===== src/rtl/dl_pkg.sv =====
`timescale 1ns/1ps
package dl_pkg;
  localparam int BYTE_W = 8;
  localparam int CRC_W = 16;
  localparam int RUN_LEN = 5;
  localparam logic [BYTE_W-1:0] FLAG_BYTE = 8'h7E;
  localparam logic [BYTE_W-1:0] ABORT_BYTE = 8'h7F;
  localparam logic [CRC_W-1:0] CRC_POLY_REFL = 16'h8408;
  localparam logic [CRC_W-1:0] CRC_PRESET = 16'hFFFF;

  typedef enum logic [2:0] {
    ST_IDLE,
    ST_DATA,
    ST_FCSL,
    ST_FCSH,
    ST_CLOSE,
    ST_ABORT
  } dl_state_e;
endpackage


===== src/rtl/dlink_crc.sv =====
`timescale 1ns/1ps
module dlink_crc #(
  parameter int W = 16,
  parameter logic [W-1:0] POLY = 16'h8408,
  parameter logic [W-1:0] PRESET = 16'hFFFF
) (
  input  logic         clk,
  input  logic         rst_n,
  input  logic         clr,
  input  logic         step,
  input  logic         bit_in,
  output logic [W-1:0] crc_q,
  output logic [W-1:0] crc_nx
);
  logic fb;
  assign fb = crc_q[0] ^ bit_in;

  always_comb begin
    crc_nx = crc_q;
    if (step) crc_nx = (crc_q >> 1) ^ (fb ? POLY : '0);
  end

  always_ff @(posedge clk) begin
    if (!rst_n)   crc_q <= PRESET;
    else if (clr) crc_q <= PRESET;
    else          crc_q <= crc_nx;
  end


  crc_hold_chk: assert property (@(posedge clk) disable iff (!rst_n)
    (!clr && !step) |=> $stable(crc_q));
endmodule


===== src/rtl/dlink_stuff.sv =====
`timescale 1ns/1ps
module dlink_stuff #(
  parameter int RUN = 5,
  localparam int OW = $clog2(RUN + 1)
) (
  input  logic clk,
  input  logic rst_n,
  input  logic clr,
  input  logic adv,
  input  logic bit_val,
  input  logic count_en,
  output logic stuff_now
);
  logic [OW-1:0] ones_q;

  assign stuff_now = (ones_q == OW'(RUN));

  always_ff @(posedge clk) begin
    if (!rst_n)        ones_q <= '0;
    else if (clr)      ones_q <= '0;
    else if (adv) begin
      if (stuff_now)   ones_q <= '0;
      else if (count_en && bit_val) ones_q <= ones_q + 1'b1;
      else             ones_q <= '0;
    end
  end


  run_limit_chk: assert property (@(posedge clk) disable iff (!rst_n)
    ones_q <= OW'(RUN));


  stuff_reset_chk: assert property (@(posedge clk) disable iff (!rst_n)
    (adv && stuff_now && !clr) |=> (ones_q == '0));
endmodule


===== src/rtl/dlink_tx.sv =====
`timescale 1ns/1ps
module dlink_tx #(
  parameter int BUF_DEPTH = 8,
  localparam int PTR_W = $clog2(BUF_DEPTH)
) (
  input  logic             clk,
  input  logic             rst_n,
  input  logic             mode_dl_en,
  input  logic             wr_en,
  input  logic [PTR_W-1:0] wr_addr,
  input  logic [7:0]       wr_data,
  input  logic [PTR_W-1:0] last_ptr,
  input  logic             send_msg,
  input  logic             send_fcs,
  input  logic             abort_req,
  input  logic             force_ones,
  input  logic             bit_en,
  output logic             tx_bit,
  output logic             byte_irq,
  output logic             done_irq
);
  import dl_pkg::*;
  localparam int CNT_W = $clog2(BYTE_W);

  logic [BYTE_W-1:0] msg_mem [BUF_DEPTH];
  dl_state_e         st_q, nx_st;
  logic [BYTE_W-1:0] sh_q, nx_sh;
  logic [CNT_W-1:0]  cnt_q;
  logic [PTR_W-1:0]  idx_q, nx_idx;
  logic              go_q, tx_q, byte_irq_q, done_irq_q;
  logic              hit_byte, hit_done;
  logic [CRC_W-1:0]  crc_q, crc_nx;

  // buffer entries, one register per slot
  for (genvar gi = 0; gi < BUF_DEPTH; gi++) begin : g_slot
    always_ff @(posedge clk) begin
      if (wr_en && wr_addr == PTR_W'(gi)) msg_mem[gi] <= wr_data;
    end
  end

  logic dis, in_msg, do_abort, adv, shift, byte_end, stuff_now;
  assign dis      = force_ones | ~mode_dl_en;
  assign in_msg   = (st_q == ST_DATA) || (st_q == ST_FCSL) || (st_q == ST_FCSH);
  assign do_abort = ~dis & abort_req & in_msg;
  assign adv      = ~dis & ~do_abort & bit_en;
  assign shift    = adv & ~stuff_now;
  assign byte_end = shift & (cnt_q == CNT_W'(BYTE_W - 1));

  dlink_crc #(.W(CRC_W), .POLY(CRC_POLY_REFL), .PRESET(CRC_PRESET)) crc_i (
    .clk    (clk),
    .rst_n  (rst_n),
    .clr    (byte_end && st_q == ST_IDLE && go_q),
    .step   (shift && st_q == ST_DATA),
    .bit_in (sh_q[0]),
    .crc_q  (crc_q),
    .crc_nx (crc_nx)
  );

  dlink_stuff #(.RUN(RUN_LEN)) stuff_i (
    .clk       (clk),
    .rst_n     (rst_n),
    .clr       (dis | do_abort),
    .adv       (adv),
    .bit_val   (sh_q[0]),
    .count_en  (in_msg),
    .stuff_now (stuff_now)
  );

  // what to load at the end of the byte now leaving the shifter
  always_comb begin
    nx_st    = st_q;
    nx_sh    = FLAG_BYTE;
    nx_idx   = idx_q;
    hit_byte = 1'b0;
    hit_done = 1'b0;
    unique case (st_q)
      ST_IDLE: if (go_q) begin
        nx_st    = ST_DATA;
        nx_idx   = '0;
        nx_sh    = msg_mem[0];
        hit_byte = 1'b1;
      end
      ST_DATA: if (idx_q == last_ptr) begin
        if (send_fcs) begin
          nx_st = ST_FCSL;
          nx_sh = ~crc_nx[7:0];
        end else begin
          nx_st = ST_CLOSE;
        end
      end else begin
        nx_idx   = idx_q + 1'b1;
        nx_sh    = msg_mem[nx_idx];
        hit_byte = 1'b1;
      end
      ST_FCSL: begin
        nx_st = ST_FCSH;
        nx_sh = ~crc_q[15:8];
      end
      ST_FCSH: nx_st = ST_CLOSE;
      ST_CLOSE: begin
        nx_st    = ST_IDLE;
        hit_done = 1'b1;
      end
      default: nx_st = ST_IDLE;
    endcase
  end

  always_ff @(posedge clk) begin
    if (!rst_n) begin
      st_q       <= ST_IDLE;
      sh_q       <= FLAG_BYTE;
      cnt_q      <= '0;
      idx_q      <= '0;
      go_q       <= 1'b0;
      tx_q       <= 1'b1;
      byte_irq_q <= 1'b0;
      done_irq_q <= 1'b0;
    end else begin
      byte_irq_q <= 1'b0;
      done_irq_q <= 1'b0;
      if (dis) begin
        st_q  <= ST_IDLE;
        sh_q  <= FLAG_BYTE;
        cnt_q <= '0;
        go_q  <= 1'b0;
        if (bit_en) tx_q <= 1'b1;
      end else if (do_abort) begin
        st_q  <= ST_ABORT;
        sh_q  <= ABORT_BYTE;
        cnt_q <= '0;
        go_q  <= 1'b0;
      end else begin
        if (send_msg && st_q == ST_IDLE) go_q <= 1'b1;
        if (adv) begin
          if (stuff_now) begin
            tx_q <= 1'b0;
          end else begin
            tx_q  <= sh_q[0];
            cnt_q <= cnt_q + 1'b1;
            if (byte_end) begin
              st_q       <= nx_st;
              sh_q       <= nx_sh;
              idx_q      <= nx_idx;
              byte_irq_q <= hit_byte;
              done_irq_q <= hit_done;
              if (st_q == ST_IDLE && go_q) go_q <= 1'b0;
            end else begin
              sh_q <= {1'b0, sh_q[BYTE_W-1:1]};
            end
          end
        end
      end
    end
  end

  assign tx_bit   = tx_q;
  assign byte_irq = byte_irq_q;
  assign done_irq = done_irq_q;


  hold_chk: assert property (@(posedge clk) disable iff (!rst_n)
    !bit_en |=> $stable(tx_bit));


  dis_ones_chk: assert property (@(posedge clk) disable iff (!rst_n)
    (bit_en && (force_ones || !mode_dl_en)) |=> tx_bit);


  done_pulse_chk: assert property (@(posedge clk) disable iff (!rst_n)
    done_irq |=> !done_irq);


  byte_in_msg_chk: assert property (@(posedge clk) disable iff (!rst_n)
    byte_irq |-> (st_q == ST_DATA));


  abort_go_chk: assert property (@(posedge clk) disable iff (!rst_n)
    (abort_req && in_msg && !force_ones && mode_dl_en) |=> (st_q == ST_ABORT && !done_irq && !byte_irq));
endmodule


===== config.mk =====
export PLATFORM = sky130hd
export DESIGN_NAME = dlink_tx
export DESIGN_NICKNAME = d
export VERILOG_FILES = /design/src/rtl/dl_pkg.sv /design/src/rtl/dlink_crc.sv /design/src/rtl/dlink_stuff.sv /design/src/rtl/dlink_tx.sv
export SDC_FILE = /design/constraint.sdc
export NUM_CORES = 1
export LEC_CHECK = 0
export BUFFER_PORTS_ARGS = -buffer_cell sky130_fd_sc_hd__buf_4
export CAP_MARGIN = 30
export CORE_ASPECT_RATIO = 2
export CORE_MARGIN = 1
export CORE_UTILIZATION = 55
export DETAILED_ROUTE_END_ITERATION = 10
export GPL_ROUTABILITY_DRIVEN = 0
export PLACE_DENSITY_LB_ADDON = 0.15
export SETUP_SLACK_MARGIN = 0.2
export SYNTH_ARGS = -nofsm -noshare
export SYNTH_HDL_FRONTEND = slang
export SYNTH_SLANG_ARGS = --single-unit

===== constraint.sdc =====
create_clock -name clk -period 2.5 [get_ports clk]
set_input_delay 0.375 -clock clk [delete_from_list [all_inputs] [get_ports clk]]
set_output_delay 0.375 -clock clk [all_outputs]
set_load 0.03 [all_outputs]

# Word level (Yosys, flattened, before mapping)
# Memory sizes are Yosys's and may differ from the RTL's.
# Index checks and enable logic that the tools add are counted.
# totals
input_bits,23
out_inout_bits,3
elab_cells,172
register_bits,40
mem_count,1
ramBits,64
# classes
addsub,3
n_reduce_logical,40
bitwise,19
n_mux,74
eq_ne,22
# memory_table
memory,words,width,rd,rd_ports_with_merged_regs,wr,line,source
msg_mem,8,8,2,0,1,dlink_tx.sv:25,logic [BYTE_W-1:0] msg_mem [BUF_DEPTH];
# ops
operator,count
$mux W8,12
$reduce_or A8 Y1,7
$mux W3,18
$mux W1,39
$pmux W8 S3,1
$eq A3 B3 Y1 const B,7
$mux W16,1
$not A8 Y8,2
$xor A15 B16 Y16,1
$logic_and A1 B1 Y1,14
$eq A3 B2 Y1 const B,4
$pmux W3 S4,1
$ne A2 B2 Y1 const B,5
$reduce_and A5 Y1,2
$add A3 B1 Y3 const B,3
$reduce_and A8 Y1,1
$reduce_bool A2 Y1,4
$not A1 Y1,7
$and A1 B1 Y1,6
$eq A3 B1 Y1 const B,2
$logic_not A3 Y1,2
$pmux W3 S2,1
$reduce_or A2 Y1,3
$reduce_or A6 Y1,1
other kinds (11),14

# Logic depth before layout (Yosys ltp)
# Gate-level depths: netlist of run 1.
# depth
ltp_word,19
mapped_depth,9
depth_no_buf,7

# Modules after synthesis
# Synthesis of run 1 repeated with hierarchy kept, for this count alone.
# hier_totals
hier_cells,365
hier_area_um2,4810.9
# by_module_without_submodules
mod,cells_each,seq_area_each_um2,n_inst,area_each_um2
dlink_tx,289,2342.2,1,3923.8
dlink_crc,59,320.3,1,695.7
dlink_stuff,17,60.1,1,191.4

# Worst setup path after synthesis of run 1
# Ideal clock, no wire load.
# synth_timing
path_type,flip-flop to flip-flop
startpoint,reg idx_q[1]
endpoint,reg sh_q[2]
stages_incl_launch_ff,8
arrival_ps,2082
setup_time_ps,142
path_slack_ps,277
synth_period_minus_slack_ps,2223
path_buffers,2
required_time_ps,2358
cell_sequence,dfxtp_1 -> ha_1 -> buf_2 -> buf_2 -> mux4_2 -> mux2_2 -> o211ai_1 -> nand4_1
# synth_via
elab_chain_cells,5
word_cells_on_any_way,6
cone_classes,add/sub: 1; eq/ne: 1; mux: 3; memory: 1
# synth_lines
item,line,source
start: declaration,dlink_tx.sv:29,"logic [PTR_W-1:0] idx_q, nx_idx;"
start signal: assignment,dlink_tx.sv:143,idx_q <= nx_idx;
$add A3 B1 Y3,dlink_tx.sv:91,nx_idx = idx_q + 1'b1;
$mem_v2 Z8 W8,-,
$mux W8 *,dlink_tx.sv:83,ST_DATA: if (idx_q == last_ptr) begin
$pmux W8 S3 *,dlink_tx.sv:76,unique case (st_q)
$mux W8 *,dlink_tx.sv:140,if (byte_end) begin
end signal: assignment,dlink_tx.sv:142,sh_q <= nx_sh;
end signal: assignment,dlink_tx.sv:148,"sh_q <= {1'b0, sh_q[BYTE_W-1:1]};"
end: declaration,dlink_tx.sv:27,"logic [BYTE_W-1:0] sh_q, nx_sh;"
# Every way passes the cells marked *; elsewhere a longest branch is shown, timed or not.
# A chain may end at the register's enable or synchronous reset.

# Final worst setup path of run 1
# layout_timing
startpoint,reg cnt_q[0]
endpoint,reg idx_q[2]
# layout_via
elab_chain_cells,3
# layout_lines
item,line,source
start: declaration,dlink_tx.sv:28,logic [CNT_W-1:0] cnt_q;
start signal: assignment,dlink_tx.sv:139,cnt_q <= cnt_q + 1'b1;
$eq A3 B3 Y1,dlink_tx.sv:47,assign byte_end = shift & (cnt_q == CNT_W'(BYTE_W - 1));
$and A1 B1 Y1,dlink_tx.sv:47,
$reduce_and A8 Y1 (no source line),-,
# Every way passes these cells.

==> flow_summary.json, run 1 <==
{
  "crit_fanout": 4,
  "clockPowerShare_pct": 41.4,
  "syn_area_sq_um": 4560,
  "port-buffer-count": 25,
  "final_cells": 525,
  "path_clk_slew_ns": 0.07,
  "required_ns": 2.78,
  "numClockSinks": 104,
  "cts_tree": "built",
  "layout_common_cells": "64 x edfxtp_1, 62 x nand2_1, 49 x buf_4",
  "numCtsBuffers": 9,
  "swShare_pct": 21.2,
  "grt_pass1_vias": 3227,
  "path_class": "reg2reg",
  "grt.total_usage_pct": 26.6,
  "end_kind": "flip-flop",
  "ir_drop_mv": 0.901,
  "period_minus_slack_ns": 2.11,
  "h-tree-depth": 3,
  "path_common_cell": "ha_1",
  "cpMaxStageDelayCell": "or4_1",
  "p_leak_uw": 0.00192,
  "ys.warnings.count": 0,
  "drive_above_1_share_pct": 21.9,
  "final_net_count": 452,
  "antenna_found_initial": 0,
  "critPathMaxStageDelay_ns": 0.42,
  "fin_setup_tns_ns": 0,
  "synth_ff_type": "edfxtp_1",
  "worstSetupStartpointType": "flip-flop",
  "holdBufCountCts": 0,
  "ant_nets": 0,
  "synth-seq-cells": 104,
  "syn_inst": 381,
  "first_pass_iters": 4,
  "io_pins": 26,
  "dieHeight_um": 131,
  "hold_viol": 0,
  "drcViolationCount": 0,
  "postLayoutCellArea_sq_um": 5310,
  "place_inst": 509,
  "setup_viol": 0,
  "internal-power_uw": 2700,
  "fillers": 628,
  "clockRootBuffer": "clkbuf_16",
  "placed_cell_area_sq_um": 4980,
  "core_sq_um": 8000,
  "max_slew_margin_pct": 58.1,
  "status": "finished, final reports clean",
  "synth_edf_count": 64,
  "period_share_pct": 84.3,
  "combPwrFrac_pct": 4.1,
  "pre_cts_slack_ns": 0.335,
  "drv_slew": 0,
  "initial_core_util_pct": 57.0,
  "power_density_nw_per_um2": 646,
  "clkLatencyLatePin_ns": 0.35,
  "syn_nets": 409,
  "syn_to_final_growth_pct": 16.4,
  "drt_wl_total_um": 10400,
  "worstPathArrival_ns": 2.39,
  "seq_power_share_pct": 54.4,
  "yosysSeqAreaShare_pct": 59.7,
  "synth_cell_types": 49,
  "grt_max_degree": 20,
  "path_buf_inv": 0,
  "async_reset_ff_share_pct": 0,
  "postSynthAreaPerCell_sq_um": 12.0,
  "grt_pass1_wl_um": 16500,
  "min_path_type": "in2reg",
  "vias_per_cell": 6.06,
  "cts.path.max_buffers": 2,
  "dp_hpwl_um": 7730,
  "die_w_um": 66.4,
  "worstMarginPinSlew_ns": 0.626,
  "wl_per_cell_um": 19.8,
  "clock_skew_ns": 0.00725,
  "grt_overflow_total": 0,
  "die_area_sq_um": 8680,
  "path_cells": "ha_1 > ha_1 > nor2b_1 > o2111ai_1 > a2111o_1 > or4_1 > a21oi_1",
  "final_common_cell": "edfxtp_1",
  "fmax_mhz": 474,
  "rsz0062_at_grt": "false",
  "first_iter_violations": 239,
  "n_antenna_cell": 0,
  "power_switching_uw": 726,
  "fin_ws_ns": 0.392,
  "cpLargestDelayFamily": "compound AO/OA/AOI/OAI gates",
  "num_vias": 3181,
  "drv_cap": 0,
  "num_rows": 46
}
## state kept, by name, summed over array words and instances, names as in the netlist
name and flops:
msg_mem 64, crc_i.crc_q 16, sh_q 8, cnt_q 3, idx_q 3, st_q 3, stuff_i.ones_q 3, byte_irq 1
done_irq 1, go_q 1, tx_bit 1
## power by group through the flow
stage | Clock [uW] | Combinational, uW | Sequential [uW]
global placement | 0 | 137 | 1900
detailed placement | 0 | 141 | 1910
global route | 1490 | 154 | 1870
CTS | 1440 | 142 | 1870
finish | 1420 | 142 | 1870
floorplan | 0 | 64.0 | 1900
## logic make-up after synthesis
kind of cell | synth area share (%)
fa+ha+maj | 1.37
mux | 10.2
flops | 59.7
buf+inv | 2.55
simple gates | 14.1
xor+xnor | 1.70
compound gates | 10.3
## final cells by class
type / instances / area [sq um] / share of cell area, %
clock inverter: 7 / 80.1 / 1.51
tap: 96 / 120 / 2.26
timing repair buffer: 50 / 388 / 7.31
inverter: 9 / 33.8 / 0.636
multi-input combinational: 250 / 1740 / 32.7
sequential: 104 / 2720 / 51.3
clock buffer: 9 / 225 / 4.24
## path summary, 6_finish.rpt
kind	startpoint	to	slack [ns]	cells after the start
worst min register to register	cnt_q[2]	cnt_q[2]	0.47	2
worst max register to register	cnt_q[0]	idx_q[2]	0.39	7
worst max-delay path	cnt_q[0]	idx_q[2]	0.39	7
worst min-delay path	rst_n	tx_bit	0.25	2
## metal layers
metal / track usage (%) / share of wire [%] / vias to the layer above
met5: 0 / 0 / -
met3: 5.12 / 3.6 / 30
met1: 27.8 / 36 / 1540
li1: - / - / 1512
met2: 49.3 / 56 / 99
met4: 13.0 / 4.3 / 0
## cells in the mapped netlist, types with 2 or more instances
master | number | area, sq um
nand4_1 | 5 | 31.3
ha_1 | 5 | 62.6
mux2i_1 | 5 | 50.1
nor2b_1 | 3 | 18.8
edfxtp_1 | 64 | 1920
a311oi_1 | 2 | 17.5
mux2_2 | 5 | 56.3
nor3_1 | 8 | 40.0
xor2_1 | 4 | 35.0
inv_1 | 9 | 33.8
a211oi_1 | 3 | 22.5
nand2b_1 | 6 | 37.5
o22ai_1 | 3 | 18.8
o211ai_1 | 15 | 113
nand3_1 | 20 | 100
nor2_1 | 30 | 113
clkbuf_1 | 8 | 30.0
xnor2_1 | 3 | 26.3
buf_2 | 9 | 45.0
nand2_1 | 62 | 233
or4_1 | 2 | 15.0
a31oi_1 | 6 | 37.5
dfxtp_1 | 40 | 801
mux4_2 | 16 | 360
o21ai_0 | 6 | 30.0
a21oi_1 | 19 | 95.1
## per-stage QoR
step                hold slack (ns)  total power (uW)  utilization, %
global route                  0.258              3510            66.3
detailed placement            0.465              2050            62.3
CTS                           0.250              3450            66.1
finish                        0.252              3430            66.3
global placement              0.445              2040            62.3
floorplan                     0.439              1970               -
## worst register-to-register path, cell delays in order, from the launching register on
cell and delay [ns]:
dfxtp_1 0.36, ha_1 0.15, ha_1 0.18, nor2b_1 0.17
o2111ai_1 0.22, a2111o_1 0.40, or4_1 0.42, a21oi_1 0.15
## timing repair
action / CTS / global route
hold endpoints to repair: 0 / 0
gates resized for setup: 0 / 3
buffers inserted: 0 / 0
endpoints found under the setup margin: 0 / 3
Power figures use the tool's default switching activity.
==> inputs of run 2 (changes only) <==
- clock period: 2.5 -> 2.08 ns (I/O delays scaled with it)
==> run 2 against run 1 <==
Compared with the run above: flip-flop and latch count unchanged; count of clock-buffer cells in the layout up 1; sequential power up 20%; cell count up 2.7%; sequential share of layout area down 2.1 points; power up 18%; worst setup slack worse by 0.30 ns; via count up 1.3%; hold slack worse by 0.063 ns; register-to-register slack worse by 0.30 ns; critical path depth unchanged; critical endpoint unchanged; largest cell class unchanged.
==> flow_summary.json, run 2 (same netlist as run 1, synthesis figures left out) <==
{
  "hold_end": "tx_bit",
  "path_class": "reg2reg",
  "drive_above_1_share_pct": 28.4,
  "grt_pass1_wl_um": 16200,
  "die_area_sq_um": 8680,
  "n_antenna_cell": 0,
  "wl_per_cell_um": 19.0,
  "grt_max_degree": 19,
  "max_slew_margin_pct": 69.0,
  "worstSetupStartpointType": "flip-flop",
  "period_share_pct": 95.8,
  "worstPathArrival_ns": 2.28,
  "syn_to_final_growth_pct": 21.7,
  "r2r_end": "idx_q[2]",
  "ant_nets": 0,
  "num_rows": 46,
  "pre_cts_slack_ns": 0.0503,
  "hold_viol": 0,
  "end_kind": "flip-flop",
  "core_sq_um": 8000,
  "path_clk_slew_ns": 0.07,
  "clkLatencyLatePin_ns": 0.35,
  "min_path_type": "in2reg",
  "fmax_mhz": 502,
  "crit_fanout": 3,
  "io_pins": 26,
  "ir_drop_mv": 0.751,
  "grt.total_usage_pct": 26.4,
  "holdBufCountCts": 0,
  "final_net_count": 466,
  "final_common_cell": "edfxtp_1",
  "period_minus_slack_ns": 1.99,
  "place_inst": 518,
  "initial_core_util_pct": 57.0,
  "setup_viol": 0,
  "vias_per_cell": 5.98,
  "r2r_start": "cnt_q[1]",
  "largest_reg_flops": 64,
  "numClockSinks": 104,
  "port-buffer-count": 25,
  "grt_pass1_vias": 3274,
  "top_regs": "msg_mem (64), crc_i.crc_q (16), sh_q (8)",
  "required_ns": 2.37,
  "drcViolationCount": 0,
  "p_leak_uw": 0.00201,
  "largest-register": "msg_mem",
  "die_w_um": 66.4,
  "layout_common_cells": "64 x edfxtp_1, 60 x nand2_1, 59 x buf_4",
  "antenna_found_initial": 0,
  "clockRootBuffer": "clkbuf_16",
  "rrSetupSlack_ns": 0.09,
  "fin_ws_ns": 0.0879,
  "worstMarginPinSlew_ns": 0.464,
  "status": "finished, final reports clean",
  "whs_path_depth": 2,
  "grt_overflow_total": 0,
  "numCtsBuffers": 9,
  "cts.path.max_buffers": 2,
  "drt_wl_total_um": 10200,
  "final_cells": 539,
  "dieHeight_um": 131,
  "hp-start": "rst_n",
  "h-tree-depth": 3,
  "first_iter_violations": 196,
  "drv_slew": 0,
  "dp_hpwl_um": 7570,
  "cts_tree": "built",
  "num_vias": 3221,
  "first_pass_iters": 4,
  "power_density_nw_per_um2": 729,
  "clock_skew_ns": 0.00719,
  "rsz0062_at_grt": "true",
  "drv_cap": 0,
  "fin_setup_tns_ns": 0,
  "r2r_cells": 7
}
[run 2: cell types whose count changed in the layout (fill, tap and decap cells not counted), sizes merged]
cell / change
clkbuf: +1
buf: +14
inv: +1
bufinv: -1
clkinv: -1
[run 2: worst max-delay path by stage]
stage	from	to	slack, ns
after floorplan	idx_q[1]	sh_q[2]	0.09
after detailed placement	idx_q[0]	idx_q[2]	0.05
after global routing	cnt_q[1]	idx_q[2]	0.02
final	cnt_q[1]	idx_q[2]	0.09
after global placement	idx_q[0]	idx_q[2]	0.09
after CTS	cnt_q[0]	idx_q[2]	0.09
[run 2: final cells by class]
class / instances / area (sq um)
clock inverter: 6 / 50.0
tap: 96 / 120
multi-input combinational: 250 / 1850
clock buffer: 10 / 239
sequential: 104 / 2730
timing repair buffer: 64 / 529
fill: 574 / 2450
inverter: 9 / 33.8
[run 2: per-stage QoR]
stage	total power, uW	hold WS (ns)	instance area [sq um]	utilization, %
6_report	4040	0.189	5550	69.3
5_1_grt	4150	0.197	5550	69.3
4_1_cts	4050	0.183	5440	68.0
3_5_place_dp	2460	0.457	5100	63.8
3_3_place_gp	2460	0.448	5100	63.8
2_1_floorplan	2360	0.388	4640	-
[run 2: repair_timing]
action	in CTS	in global routing
gates resized for setup	7	14
buffers inserted	2	3
pin swaps	10	4
setup endpoints to repair	26	30
[run 2: where the power goes]
| part | internal, uW | switching (uW) | leakage (uW) | total, uW |
|---|---|---|---|---|
| sequential | 2230 | 15.6 | 0.000907 | 2250 |
| clock | 861 | 761 | 0.000141 | 1620 |
| combinational | 77.6 | 98.2 | 0.000957 | 176 |
| total | 3170 | 875 | 0.00201 | 4040 |
[run 2: worst max-delay path, stage by stage (launching register included)]
cell       delay, ns
dfxtp_2         0.36
ha_4            0.14
ha_4            0.14
nor2b_4         0.16
o2111ai_4       0.14
a2111o_1        0.42
or4_4           0.44
a21oi_2         0.14
[run 2: routing by layer]
layer | up-vias | wire length, um | part of all wire (%) | GRT usage, %
met4 | 0 | 539 | 5.3 | 15.4
met3 | 43 | 315 | 3.1 | 5.38
met1 | 1547 | 3460 | 34 | 24.4
met5 | - | 0 | 0 | 0
li1 | 1537 | - | - | -
met2 | 94 | 5930 | 58 | 50.7
